### config.mk
export PLATFORM = sky130hd
export DESIGN_NAME = i2c_tgt_top
export DESIGN_NICKNAME = d
export VERILOG_FILES = /design/src/rtl/i2c_tgt_pkg.sv /design/src/rtl/i2c_tgt_linesync.sv /design/src/rtl/i2c_tgt_engine.sv /design/src/rtl/i2c_tgt_regs.sv /design/src/rtl/i2c_tgt_top.sv
export SDC_FILE = /design/constraint.sdc
export NUM_CORES = 1
export LEC_CHECK = 0
export ABC_CLOCK_PERIOD_IN_PS = 3300
export CORE_MARGIN = 3
export CORE_UTILIZATION = 36
export CTS_CLUSTER_SIZE = 12
export DETAILED_ROUTE_END_ITERATION = 7
export GPL_TIMING_DRIVEN = 0
export PLACE_DENSITY_LB_ADDON = 0.15
export SYNTH_ARGS = -nofsm -noshare
export SYNTH_HDL_FRONTEND = slang
export SYNTH_SLANG_ARGS = --single-unit
### constraint.sdc
create_clock -name clk -period 3.3 [get_ports clk]
set_input_delay 0.66 -clock clk [delete_from_list [all_inputs] [get_ports clk]]
set_output_delay 0.66 -clock clk [all_outputs]
set_load 0.02 [all_outputs]
### src/rtl/i2c_tgt_pkg.sv
package i2c_tgt_pkg;
  localparam int BYTE_W = 8;
  localparam int CNT_W  = $clog2(BYTE_W + 1);
  localparam int IDX_W  = $clog2(BYTE_W);

  typedef enum logic [2:0] {
    ST_IDLE, ST_ADR1, ST_ADR2, ST_RECV, ST_XMIT, ST_SKIP
  } tgt_state_e;

  localparam int RA_CTRL = 0;
  localparam int RA_DATA = 1;
  localparam int RA_STAT = 2;

  localparam int SB_IRQ  = 0;
  localparam int SB_ADDR = 1;
  localparam int SB_RXAB = 2;
  localparam int SB_TXAB = 3;
  localparam int SB_OVR  = 4;
  localparam int SB_DIR  = 5;
  localparam int SB_FULL = 6;

  localparam logic [4:0] TEN_PREFIX = 5'b11110;
endpackage

### src/rtl/i2c_tgt_linesync.sv
module i2c_tgt_linesync #(
  parameter int STAGES = 2
) (
  input  logic clk,
  input  logic rst_n,
  input  logic scl_in,
  input  logic sda_in,
  output logic scl_rise,
  output logic scl_fall,
  output logic sda_s,
  output logic start_c,
  output logic stop_c
);
  logic [STAGES-1:0] scl_pipe, sda_pipe;
  logic scl_p, sda_p, scl_s;

  // Idle bus is high: reset to 1 so no false edge after reset.
  always_ff @(posedge clk or negedge rst_n) begin
    if (!rst_n) begin
      scl_pipe <= '1;
      sda_pipe <= '1;
      scl_p    <= 1'b1;
      sda_p    <= 1'b1;
    end else begin
      scl_pipe <= {scl_pipe[STAGES-2:0], scl_in};
      sda_pipe <= {sda_pipe[STAGES-2:0], sda_in};
      scl_p    <= scl_pipe[STAGES-1];
      sda_p    <= sda_pipe[STAGES-1];
    end
  end

  assign scl_s    = scl_pipe[STAGES-1];
  assign sda_s    = sda_pipe[STAGES-1];
  assign scl_rise = scl_s & ~scl_p;
  assign scl_fall = ~scl_s & scl_p;
  assign start_c  = scl_s & scl_p & sda_p & ~sda_s;
  assign stop_c   = scl_s & scl_p & ~sda_p & sda_s;
endmodule

### src/rtl/i2c_tgt_engine.sv
module i2c_tgt_engine
  import i2c_tgt_pkg::*;
(
  input  logic              clk,
  input  logic              rst_n,
  input  logic              scl_rise,
  input  logic              scl_fall,
  input  logic              sda_s,
  input  logic              start_c,
  input  logic              stop_c,
  input  logic              ten_mode,
  input  logic [9:0]        own_addr,
  input  logic              go,
  input  logic [BYTE_W-1:0] tx_src,
  output logic              sda_pull,
  output logic              cap_valid,
  output logic [BYTE_W-1:0] cap_byte,
  output logic              cap_addr,
  output logic              cap_abort,
  output logic              tx_taken,
  output logic              tx_done,
  output logic              tx_nack,
  output tgt_state_e        st
);
  localparam logic [CNT_W-1:0] ACK_SLOT = CNT_W'(BYTE_W);
  localparam logic [CNT_W-1:0] LAST_BIT = CNT_W'(BYTE_W - 1);

  tgt_state_e        n_st;
  logic [CNT_W-1:0]  cnt, n_cnt;
  logic [BYTE_W-1:0] sh, n_sh, tx_sh, n_tx, rx_byte;
  logic              ack_ok, n_ack, tx_live, n_live, n_pull;
  logic              hi_match, lo_match, a7_match;

  assign rx_byte  = {sh[BYTE_W-2:0], sda_s};
  assign hi_match = (rx_byte[7:3] == TEN_PREFIX) && (rx_byte[2:1] == own_addr[9:8]);
  assign a7_match = rx_byte[7:1] == own_addr[6:0];
  assign lo_match = rx_byte == own_addr[7:0];
  assign cap_byte = rx_byte;

  always_comb begin
    n_st = st; n_cnt = cnt; n_sh = sh; n_ack = ack_ok;
    n_tx = tx_sh; n_live = tx_live; n_pull = sda_pull;
    cap_valid = 1'b0; cap_addr = 1'b0; cap_abort = 1'b0;
    tx_taken = 1'b0; tx_done = 1'b0; tx_nack = 1'b0;
    if (stop_c || start_c) begin
      n_st   = stop_c ? ST_IDLE : ST_ADR1;
      n_cnt  = '0;
      n_ack  = 1'b0;
      n_live = 1'b0;
      n_pull = 1'b0;
    end else if (scl_rise && st != ST_IDLE) begin
      if (cnt != ACK_SLOT) begin
        n_sh  = rx_byte;
        n_cnt = cnt + 1'b1;
        if (cnt == LAST_BIT) begin
          n_ack = 1'b0;
          case (st)
            ST_ADR1: begin
              if (ten_mode ? hi_match : a7_match) begin
                cap_valid = 1'b1;
                cap_addr  = 1'b1;
                n_ack     = 1'b1;
                n_st      = rx_byte[0] ? ST_XMIT : (ten_mode ? ST_ADR2 : ST_RECV);
              end else begin
                n_st = ST_SKIP;
              end
            end
            ST_ADR2: begin
              cap_valid = 1'b1;
              cap_addr  = 1'b1;
              if (lo_match) begin
                n_ack = 1'b1;
                n_st  = ST_RECV;
              end else begin
                cap_abort = 1'b1;
                n_st      = ST_SKIP;
              end
            end
            ST_RECV: begin
              cap_valid = 1'b1;
              n_ack     = 1'b1;
            end
            default: ;
          endcase
        end
      end else begin
        n_cnt = '0;
        if (tx_live) begin
          tx_done = 1'b1;
          tx_nack = sda_s;
          n_live  = 1'b0;
          if (sda_s) n_st = ST_SKIP;
        end
      end
    end else if (scl_fall && st != ST_IDLE) begin
      if (cnt == ACK_SLOT) begin
        n_pull = ack_ok;
      end else if (st == ST_XMIT) begin
        if (cnt == '0) begin
          n_tx     = go ? tx_src : '1;
          tx_taken = go;
          n_live   = 1'b1;
          n_pull   = ~n_tx[BYTE_W-1];
        end else begin
          n_pull = ~tx_sh[IDX_W'(BYTE_W - 1) - cnt[IDX_W-1:0]];
        end
      end else begin
        n_pull = 1'b0;
      end
    end
  end

  always_ff @(posedge clk or negedge rst_n) begin
    if (!rst_n) begin
      st       <= ST_IDLE;
      cnt      <= '0;
      sh       <= '0;
      tx_sh    <= '0;
      ack_ok   <= 1'b0;
      tx_live  <= 1'b0;
      sda_pull <= 1'b0;
    end else begin
      st       <= n_st;
      cnt      <= n_cnt;
      sh       <= n_sh;
      tx_sh    <= n_tx;
      ack_ok   <= n_ack;
      tx_live  <= n_live;
      sda_pull <= n_pull;
    end
  end
endmodule

### src/rtl/i2c_tgt_regs.sv
module i2c_tgt_regs
  import i2c_tgt_pkg::*;
(
  input  logic              clk,
  input  logic              rst_n,
  input  logic              cpu_en,
  input  logic              cpu_we,
  input  logic [1:0]        cpu_addr,
  input  logic [BYTE_W-1:0] cpu_wdata,
  output logic [BYTE_W-1:0] cpu_rdata,
  input  logic              cap_valid,
  input  logic [BYTE_W-1:0] cap_byte,
  input  logic              cap_addr,
  input  logic              cap_abort,
  input  logic              tx_taken,
  input  logic              tx_done,
  input  logic              tx_nack,
  input  logic              dir_tx,
  output logic              go,
  output logic              ten,
  output logic [BYTE_W-1:0] data_q,
  output logic [BYTE_W-1:0] stat_q
);
  logic wr_ctrl, wr_data, wr_stat, rd_data;
  logic irq_q, addr_q, rxab_q, txab_q, ovr_q, full_q;
  logic n_go, n_ten, n_irq, n_addr, n_rxab, n_txab, n_ovr, n_full;
  logic [BYTE_W-1:0] n_data;

  assign wr_ctrl = cpu_en & cpu_we & (cpu_addr == 2'(RA_CTRL));
  assign wr_data = cpu_en & cpu_we & (cpu_addr == 2'(RA_DATA));
  assign wr_stat = cpu_en & cpu_we & (cpu_addr == 2'(RA_STAT));
  assign rd_data = cpu_en & ~cpu_we & (cpu_addr == 2'(RA_DATA));

  always_comb begin
    n_ten  = wr_ctrl ? cpu_wdata[1] : ten;
    n_go   = wr_ctrl ? cpu_wdata[0] : (go & ~tx_taken);
    n_data = cap_valid ? cap_byte : (wr_data ? cpu_wdata : data_q);
    n_addr = cap_valid ? cap_addr : addr_q;
    n_full = cap_valid | (full_q & ~rd_data);
    // Sticky flags: a new event wins over a same-cycle clear.
    n_irq  = (cap_valid | tx_done)   | (irq_q  & ~(wr_stat & cpu_wdata[SB_IRQ]));
    n_rxab = (cap_valid & cap_abort) | (rxab_q & ~(wr_stat & cpu_wdata[SB_RXAB]));
    n_txab = (tx_done & tx_nack)     | (txab_q & ~(wr_stat & cpu_wdata[SB_TXAB]));
    n_ovr  = (cap_valid & full_q)    | (ovr_q  & ~(wr_stat & cpu_wdata[SB_OVR]));
  end

  always_ff @(posedge clk or negedge rst_n) begin
    if (!rst_n) begin
      go <= 1'b0; ten <= 1'b0; data_q <= '0;
      irq_q <= 1'b0; addr_q <= 1'b0; rxab_q <= 1'b0;
      txab_q <= 1'b0; ovr_q <= 1'b0; full_q <= 1'b0;
    end else begin
      go <= n_go; ten <= n_ten; data_q <= n_data;
      irq_q <= n_irq; addr_q <= n_addr; rxab_q <= n_rxab;
      txab_q <= n_txab; ovr_q <= n_ovr; full_q <= n_full;
    end
  end

  always_comb begin
    stat_q          = '0;
    stat_q[SB_IRQ]  = irq_q;
    stat_q[SB_ADDR] = addr_q;
    stat_q[SB_RXAB] = rxab_q;
    stat_q[SB_TXAB] = txab_q;
    stat_q[SB_OVR]  = ovr_q;
    stat_q[SB_DIR]  = dir_tx;
    stat_q[SB_FULL] = full_q;
    case (cpu_addr)
      2'(RA_CTRL): cpu_rdata = {{(BYTE_W-2){1'b0}}, ten, go};
      2'(RA_DATA): cpu_rdata = data_q;
      2'(RA_STAT): cpu_rdata = stat_q;
      default:     cpu_rdata = '0;
    endcase
  end
endmodule

### src/rtl/i2c_tgt_top.sv
module i2c_tgt_top
  import i2c_tgt_pkg::*;
#(
  parameter int SYNC_STAGES = 2
) (
  input  logic              clk,
  input  logic              rst_n,
  input  logic              scl_in,
  input  logic              sda_in,
  output logic              sda_pull,
  input  logic [9:0]        own_addr,
  input  logic              cpu_en,
  input  logic              cpu_we,
  input  logic [1:0]        cpu_addr,
  input  logic [BYTE_W-1:0] cpu_wdata,
  output logic [BYTE_W-1:0] cpu_rdata,
  output logic              irq
);
  logic [1:0] rst_pipe;
  logic       rst_q;
  logic scl_rise, scl_fall, sda_s, start_c, stop_c;
  logic cap_valid, cap_addr, cap_abort, tx_taken, tx_done, tx_nack;
  logic go, ten;
  logic [BYTE_W-1:0] cap_byte, data_q, stat_q;
  tgt_state_e st;

  // Asserted asynchronously, released on a clock edge.
  always_ff @(posedge clk or negedge rst_n) begin
    if (!rst_n) rst_pipe <= 2'b00;
    else        rst_pipe <= {rst_pipe[0], 1'b1};
  end
  assign rst_q = rst_pipe[1];

  i2c_tgt_linesync #(.STAGES(SYNC_STAGES)) u_sync (
    .clk(clk), .rst_n(rst_q), .scl_in(scl_in), .sda_in(sda_in),
    .scl_rise(scl_rise), .scl_fall(scl_fall), .sda_s(sda_s),
    .start_c(start_c), .stop_c(stop_c)
  );

  i2c_tgt_engine u_eng (
    .clk(clk), .rst_n(rst_q), .scl_rise(scl_rise), .scl_fall(scl_fall),
    .sda_s(sda_s), .start_c(start_c), .stop_c(stop_c), .ten_mode(ten),
    .own_addr(own_addr), .go(go), .tx_src(data_q), .sda_pull(sda_pull),
    .cap_valid(cap_valid), .cap_byte(cap_byte), .cap_addr(cap_addr),
    .cap_abort(cap_abort), .tx_taken(tx_taken), .tx_done(tx_done),
    .tx_nack(tx_nack), .st(st)
  );

  i2c_tgt_regs u_regs (
    .clk(clk), .rst_n(rst_q), .cpu_en(cpu_en), .cpu_we(cpu_we),
    .cpu_addr(cpu_addr), .cpu_wdata(cpu_wdata), .cpu_rdata(cpu_rdata),
    .cap_valid(cap_valid), .cap_byte(cap_byte), .cap_addr(cap_addr),
    .cap_abort(cap_abort), .tx_taken(tx_taken), .tx_done(tx_done),
    .tx_nack(tx_nack), .dir_tx(st == ST_XMIT), .go(go), .ten(ten),
    .data_q(data_q), .stat_q(stat_q)
  );

  assign irq = stat_q[SB_IRQ];
endmodule

==> metrics.md, run 1 <==
| Metric | Value |
|---|---|
| Yosys top cell by area | sky130_fd_sc_hd__dfrtp_1 |
| Number of antenna violations at the first check in global routing | 0 |
| Residual DRC count | 0 |
| Synth Area in Compound Gates | 0.121 |
| Number of sinks handled by clock tree synthesis | 49 |
| Pin count of the biggest net entering global routing | 27 |
| Post-synthesis mux area share | 0.141 |
| Accumulated negative setup slack | 0 ns |
| Avg Cell Area, Syn | 10.7 um^2 |
| Overall routing resource usage | 0.162 |
| Most common cell in the synthesized netlist | sky130_fd_sc_hd__dfrtp_1 |
| Data arrival time of the critical path | 2.56 ns |
| Source of the worst register-to-register timing path | u_eng.cnt[0]$_DFFE_PN0N_ |
| FF+latch count, synth | 49 |
| Path depth of the worst reg2reg path | 7 |
| Most used flip-flop cell after synthesis | sky130_fd_sc_hd__dfrtp_1 |
| Internal power component | 1.16 mW |
| Floorplan Core Area | 0.00706 mm^2 |
| Setup Skew | 0.0125 ns |
| # resized after CTS | 0 |
| Clock Root Buffer | sky130_fd_sc_hd__clkbuf_8 |
| Top area cells in the synthesized netlist | sky130_fd_sc_hd__dfrtp_1 40%, sky130_fd_sc_hd__mux2_2 7.5%, sky130_fd_sc_hd__dfstp_2 5.8% |
| Die height | 92.7 um |
| Wire length of the first global-routing pass | 10.9 mm |
| Reg2Reg Capture Point | u_eng.sh[2]$_DFFE_PN0P_ |
| Syn Nets | 281 |
| Total wire length after detailed routing | 6.30 mm |
| Ratio of routed vias to standard cells | 5.11 |
| Number of global-route vias before repair | 2,134 |
| Fill cell total of the finished layout | 720 |
| Fraction of the mapped netlist area in adder cells | 0.00924 |
| Lkg Pwr | 1.38 nW |
| Worst Setup EP | cpu_rdata[5] |
| CP required | 2.64 ns |
| Share of final-layout standard cells stronger than drive strength 1 | 0.195 |
| Standard-cell rows | 30 |
| Max-slew violation total from the final report | 0 |
| Layout Utilization | 0.468 |
| Effective utilization at floorplan | 0.384 |
| Class of the most critical setup path | in -> out |
| Switching power total | 0.532 mW |
| Fraction of power spent switching nets | 0.314 |
| Period utilization | 0.975 |
| Proportion of power drawn by the clock network | 0.222 |
| Clock-pin slew of the registers on the worst-case setup and hold paths | 0.09 ns |
| Post-layout total power | 1.69 mW |
| First element of the critical path | cpu_addr[1] |
| PwrDens | 512 mW/mm^2 |
| Tmin final | 3.22 ns |
| Horizontal extent of the die | 92.7 um |
| Run status | finished, final reports clean |
| Count of port buffers added during placement | 35 |
| Number of setup violations in the final report | 0 |
| Overflow after GRT | 0 |
| DIE AREA | 0.00860 mm^2 |
| Area fraction in and, or, nand and nor cells after synthesis | 0.166 |
| Relative contribution of sequential cells to total power | 0.498 |
| Post-detailed-placement half-perimeter wirelength | 4.76 mm |
| Actual slew at the worst max-slew pin | 0.613 ns |
| Portion of total power attributed to combinational logic | 0.280 |
| Async S/R FF share, synth | 1.00 |
| Routed WL per cell | 16.0 um |
| Hold Crit Class | reg -> async |
| Antenna diode instance count | 0 |
| Number of placed I/O pins | 36 |
| CTS HTree Levels | 2 |
| Count of antenna-violating nets left after detailed routing | 0 |
| Area share of the leading cell type in the synthesized netlist | 0.397 |
| Total of max-cap violations | 0 |
| Seq/Total Area, Yosys | 0.455 |
| Combined area of all synthesized cells | 0.00271 mm^2 |
| Clock tree from TritonCTS | built |
| Count of different cell masters after synthesis | 49 |
| Top cells by instance count after synthesis | 43 x sky130_fd_sc_hd__dfrtp_1, 28 x sky130_fd_sc_hd__nand2_1, 18 x sky130_fd_sc_hd__mux2_2, 12 x sky130_fd_sc_hd__nor2_1, 11 x sky130_fd_sc_hd__nor2b_1 |
| Gate Count Post-Synth | 253 |
| Setup repair after global routing missed its margin | false |
| Number of flops mapped to enable cells by yosys | 0 |
| Number of buffers inserted by post-CTS setup repair | 0 |
| Number of hold violations in the final report | 0 |
| Hold_buf cts | 0 |
| Fraction of synthesized cell area in xor and xnor cells | 0.0647 |
| Register-to-register setup slack | 1.20 ns |
| Initial DRC Count | 103 |
| Detailed-router iteration count before antenna repair | 4 |
| CTS Buf Count | 5 |
| Max Root-Sink Buffers | 2 |
| Max-slew headroom at the worst pin | 0.592 |
| GP Congestion | 0.780 |
| Maximum clock frequency | 311 MHz |
| Nets@finish | 324 |
| Worst setup SP type | input pin |
| Clock network latency to the later pin of the worst-skew pair | 0.31 ns |
| Maximum fanout along the worst path | 6 |
| IR Drop Worst-Case VDD | 0.390 mV |
| Total via count in the routed design | 2,007 |
| Crit end category | output port |
| Ys Warns | 0 |
| Layout overhead on the synthesized area | 21.9% |
| Dominant combinational cell family by area after synthesis | simple AND/OR/NAND/NOR gates |
## worst max-delay path: stages
cell and delay [ns]:
sky130_fd_sc_hd__clkdlybuf4s50_1 0.59, sky130_fd_sc_hd__nor2b_1 0.43, sky130_fd_sc_hd__a32o_1 0.27, sky130_fd_sc_hd__clkdlybuf4s50_1 0.61
## area by class of cell
cell class	instances	area [um^2]	share of cell area
flip-flops and latches	49	1230	0.374
well taps	96	120	0.0364
multi-input cells	185	1360	0.413
plain buffers	14	92.6	0.0280
clock buffers	7	86.3	0.0261
inverters	5	18.8	0.00568
repair buffers	36	378	0.114
clock inverters	1	7.51	0.00227
## cell families after synthesis
group	Yosys count
simple gates	83
compound gates	49
flops	49
mux	30
xor+xnor	20
buf+inv	19
fa+ha+maj	2
other cells	1
## sequential cells by signal, indices dropped and copies added, names as in the netlist, 2 cells and up
register,cells
u_regs.data_q,8
u_sync.sda_pipe,2
u_eng.tx_sh,8
u_eng.sh,7
u_eng.st,3
u_eng.cnt,4
rst_pipe,2
u_sync.scl_pipe,2
## worst min path at each step
stage,endpoint,depth (start not counted),slack (ns)
3_3_place_gp,rst_pipe[1]$_DFF_PN0_,0,0.34
6_report,u_eng.sh[6]$_DFFE_PN0P_,0,0.29
5_1_grt,u_eng.sh[3]$_DFFE_PN0P_,0,0.34
3_5_place_dp,u_regs.data_q[3]$_DFFE_PN0P_,0,0.31
4_1_cts,u_regs.data_q[3]$_DFFE_PN0P_,0,0.32
2_1_floorplan,rst_pipe[1]$_DFF_PN0_,0,0.33
## routing by layer
| layer | routed length, um | share of wire | global-route usage |
|---|---|---|---|
| met5 | 0 | 0 | 0 |
| met4 | 115 | 0.018 | 0.0598 |
| met3 | 206 | 0.033 | 0.0309 |
| met2 | 2990 | 0.47 | 0.269 |
| met1 | 2990 | 0.47 | 0.209 |
## power groups by stage
stage	clock network, mW	logic [mW]	registers (mW)
floorplan	0	0.352	0.814
global placement	0	0.464	0.858
finish	0.375	0.474	0.842
global route	0.415	0.528	0.866
detailed placement	0	0.480	0.860
CTS	0.391	0.482	0.846
## cells in the final DEF, fill, tap and decap left out, types with 4 or more instances in the layout
| master | synthesis | layout |
|---|---|---|
| sky130_fd_sc_hd__clkbuf_8 | 0 | 6 |
| sky130_fd_sc_hd__xor2_1 | 10 | 10 |
| sky130_fd_sc_hd__dfrtp_1 | 43 | 42 |
| sky130_fd_sc_hd__dfstp_2 | 6 | 6 |
| sky130_fd_sc_hd__nor2b_1 | 11 | 11 |
| sky130_fd_sc_hd__buf_2 | 4 | 4 |
| sky130_fd_sc_hd__nand3b_1 | 4 | 4 |
| sky130_fd_sc_hd__mux2_2 | 18 | 18 |
| sky130_fd_sc_hd__buf_6 | 4 | 4 |
| sky130_fd_sc_hd__nand2_1 | 28 | 28 |
| sky130_fd_sc_hd__nor2_1 | 12 | 12 |
| sky130_fd_sc_hd__nand3_1 | 5 | 5 |
| sky130_fd_sc_hd__a21oi_1 | 7 | 7 |
| sky130_fd_sc_hd__mux2_4 | 7 | 7 |
| sky130_fd_sc_hd__clkbuf_1 | 4 | 5 |
| sky130_fd_sc_hd__o21ai_1 | 8 | 8 |
| sky130_fd_sc_hd__a22o_1 | 9 | 9 |
| sky130_fd_sc_hd__clkdlybuf4s50_1 | 0 | 35 |
| sky130_fd_sc_hd__xnor2_1 | 10 | 10 |
| sky130_fd_sc_hd__o21ai_0 | 7 | 7 |
| sky130_fd_sc_hd__inv_1 | 5 | 5 |
## stage by stage
stage | cells | area, um^2 | hold slack (ns) | setup slack [ns]
after global placement | 384 | 3180 | 0.338 | 0.0512
after detailed placement | 385 | 3210 | 0.309 | 0.0649
final | 393 | 3300 | 0.289 | 0.0828
after global routing | 393 | 3300 | 0.343 | 0.0222
after floorplan | 253 | 2710 | 0.331 | 1.32
after CTS | 393 | 3300 | 0.319 | 0.0601
Power figures use the tool's default switching activity.
==> run 2: changes to the inputs <==
--- a/config.mk
+++ b/config.mk
@@ -12,6 +12,7 @@
 export DETAILED_ROUTE_END_ITERATION = 7
 export GPL_TIMING_DRIVEN = 0
 export PLACE_DENSITY_LB_ADDON = 0.15
+export REMOVE_ABC_BUFFERS = 1
 export SYNTH_ARGS = -nofsm -noshare
 export SYNTH_HDL_FRONTEND = slang
 export SYNTH_SLANG_ARGS = --single-unit
==> metrics.md, run 2 (synthesized netlist as in run 1, its figures left out) <==
| Metric | Value |
|---|---|
| Clock tree from TritonCTS | built |
| Actual slew at the worst max-slew pin | 0.988 ns |
| Maximum fanout along the worst path | 6 |
| Number of global-route vias before repair | 2,011 |
| Pin count of the biggest net entering global routing | 27 |
| CTS Buf Count | 5 |
| Count of port buffers added during placement | 35 |
| Total of max-cap violations | 0 |
| Number of placed I/O pins | 36 |
| Effective utilization at floorplan | 0.384 |
| Worst setup SP type | input pin |
| Number of setup violations in the final report | 0 |
| Die height | 92.7 um |
| Registers with the most flip-flops | u_eng.tx_sh (8), u_regs.data_q (8), u_eng.sh (7) |
| Period utilization | 0.952 |
| DIE AREA | 0.00860 mm^2 |
| IR Drop Worst-Case VDD | 0.300 mV |
| Initial DRC Count | 82 |
| Number of antenna violations at the first check in global routing | 0 |
| Clock network latency to the later pin of the worst-skew pair | 0.31 ns |
| Source of the worst register-to-register timing path | u_eng.cnt[0]$_DFFE_PN0N_ |
| Lkg Pwr | 1.32 nW |
| # resized after CTS | 1 |
| First element of the critical path | cpu_addr[1] |
| Maximum clock frequency | 318 MHz |
| CTS HTree Levels | 2 |
| Tmin final | 3.14 ns |
| Crit end category | output port |
| Horizontal extent of the die | 92.7 um |
| Number of hold violations in the final report | 0 |
| Overall routing resource usage | 0.154 |
| Max-slew violation total from the final report | 0 |
| Setup Skew | 0.00701 ns |
| Run status | finished, final reports clean |
| Hold_buf cts | 0 |
| Hold Crit Class | reg -> async |
| CP required | 2.64 ns |
| Ratio of routed vias to standard cells | 5.12 |
| Max-slew headroom at the worst pin | 0.339 |
| Nets@finish | 310 |
| Post-detailed-placement half-perimeter wirelength | 4.52 mm |
| Total via count in the routed design | 1,942 |
| Residual DRC count | 0 |
| Overflow after GRT | 0 |
| Detailed-router iteration count before antenna repair | 4 |
| Max Root-Sink Buffers | 2 |
| Floorplan Core Area | 0.00706 mm^2 |
| GP Congestion | 0.800 |
| Clock Root Buffer | sky130_fd_sc_hd__clkbuf_8 |
| Antenna diode instance count | 0 |
| Routed WL per cell | 16.1 um |
| Commonest non-fill, non-tap cell in the layout | sky130_fd_sc_hd__dfrtp_1 |
| PwrDens | 512 mW/mm^2 |
| Share of final-layout standard cells stronger than drive strength 1 | 0.180 |
| Layout overhead on the synthesized area | 18.5% |
| Number of sinks handled by clock tree synthesis | 49 |
| Data arrival time of the critical path | 2.48 ns |
| Post-layout total power | 1.64 mW |
| Total non-filler cell area in the finished layout | 0.00321 mm^2 |
| Setup repair after global routing missed its margin | false |
| Clock-pin slew of the registers on the worst-case setup and hold paths | 0.09 ns |
| Total wire length after detailed routing | 6.11 mm |
| Class of the most critical setup path | in -> out |
| Standard-cell rows | 30 |
| Number of buffers inserted by post-CTS setup repair | 0 |
| Placed standard-cell area | 0.00311 mm^2 |
| Count of antenna-violating nets left after detailed routing | 0 |
| Wire length of the first global-routing pass | 10.3 mm |
| Accumulated negative setup slack | 0 ns |
| Top library cells by usage in the layout, fill and taps aside | 42 x sky130_fd_sc_hd__dfrtp_1, 35 x sky130_fd_sc_hd__clkdlybuf4s50_1, 28 x sky130_fd_sc_hd__nand2_1, 18 x sky130_fd_sc_hd__mux2_2, 12 x sky130_fd_sc_hd__nor2_1 |
## run 2: cell count changes in the layout (fill, tap and decap cells not counted)
| cell | previous run | this run |
|---|---|---|
| sky130_fd_sc_hd__nor2b_1 | 11 | 9 |
| sky130_fd_sc_hd__nor2b_4 | 0 | 1 |
| sky130_fd_sc_hd__clkbuf_1 | 5 | 0 |
| sky130_fd_sc_hd__buf_16 | 1 | 0 |
| sky130_fd_sc_hd__clkbuf_2 | 1 | 0 |
| sky130_fd_sc_hd__clkinvlp_4 | 1 | 3 |
| sky130_fd_sc_hd__nor2b_2 | 0 | 1 |
| sky130_fd_sc_hd__buf_6 | 4 | 0 |
| sky130_fd_sc_hd__buf_12 | 0 | 1 |
| sky130_fd_sc_hd__clkbuf_8 | 6 | 5 |
| sky130_fd_sc_hd__clkbuf_4 | 1 | 0 |
| sky130_fd_sc_hd__buf_2 | 4 | 0 |
## run 2: worst max-delay path: stages
cell and delay (ns):
sky130_fd_sc_hd__clkdlybuf4s50_1 0.63, sky130_fd_sc_hd__nor2b_2 0.35, sky130_fd_sc_hd__a32o_1 0.23, sky130_fd_sc_hd__clkdlybuf4s50_1 0.61
## run 2: worst paths after layout
kind                            depth (start not counted)                            to  slack [ns]
worst max-delay path                                    4                  cpu_rdata[5]        0.16
worst min-delay path                                    0       u_eng.sh[5]$_DFFE_PN0P_        0.25
worst max register to register                          5       u_eng.sh[3]$_DFFE_PN0P_        0.91
max in group asynchronous                               1    u_eng.tx_sh[3]$_DFFE_PN0P_        2.55
min in group clk                                        0  u_sync.scl_pipe[1]$_DFF_PN1_        0.35
worst min register to register                          0       u_eng.sh[5]$_DFFE_PN0P_        0.25
## run 2: metrics by stage
step | util | instances | worst slack [ns] | hold slack [ns]
after floorplan | - | 239 | 1.22 | 0.331
after global placement | 0.437 | 370 | -0.147 | 0.337
after detailed placement | 0.440 | 371 | -0.123 | 0.264
after CTS | 0.454 | 379 | 0.0493 | 0.271
after global routing | 0.455 | 379 | 0.0744 | 0.299
final | 0.455 | 379 | 0.159 | 0.247
## run 2: where the power goes
part	internal, mW	switching, mW
clock	0.149	0.209
combinational	0.249	0.158
sequential	0.714	0.165
## run 2: final cells by class
cell class	instances	area, um^2
Sequential cell	49	1230
Clock buffer	5	68.8
Multi-Input combinational cell	185	1370
Tap cell	96	120
Inverter	5	18.8
Fill cell	704	3850
Clock inverter	3	22.5
Timing Repair Buffer	36	370
## run 2: routing by layer
metal | vias to the layer above | global-route usage | share of wire
met4 | 0 | 0.0586 | 0.019
met3 | 11 | 0.0301 | 0.041
met2 | 51 | 0.243 | 0.46
li1 | 951 | - | -
met1 | 929 | 0.209 | 0.48
met5 | - | 0 | 0
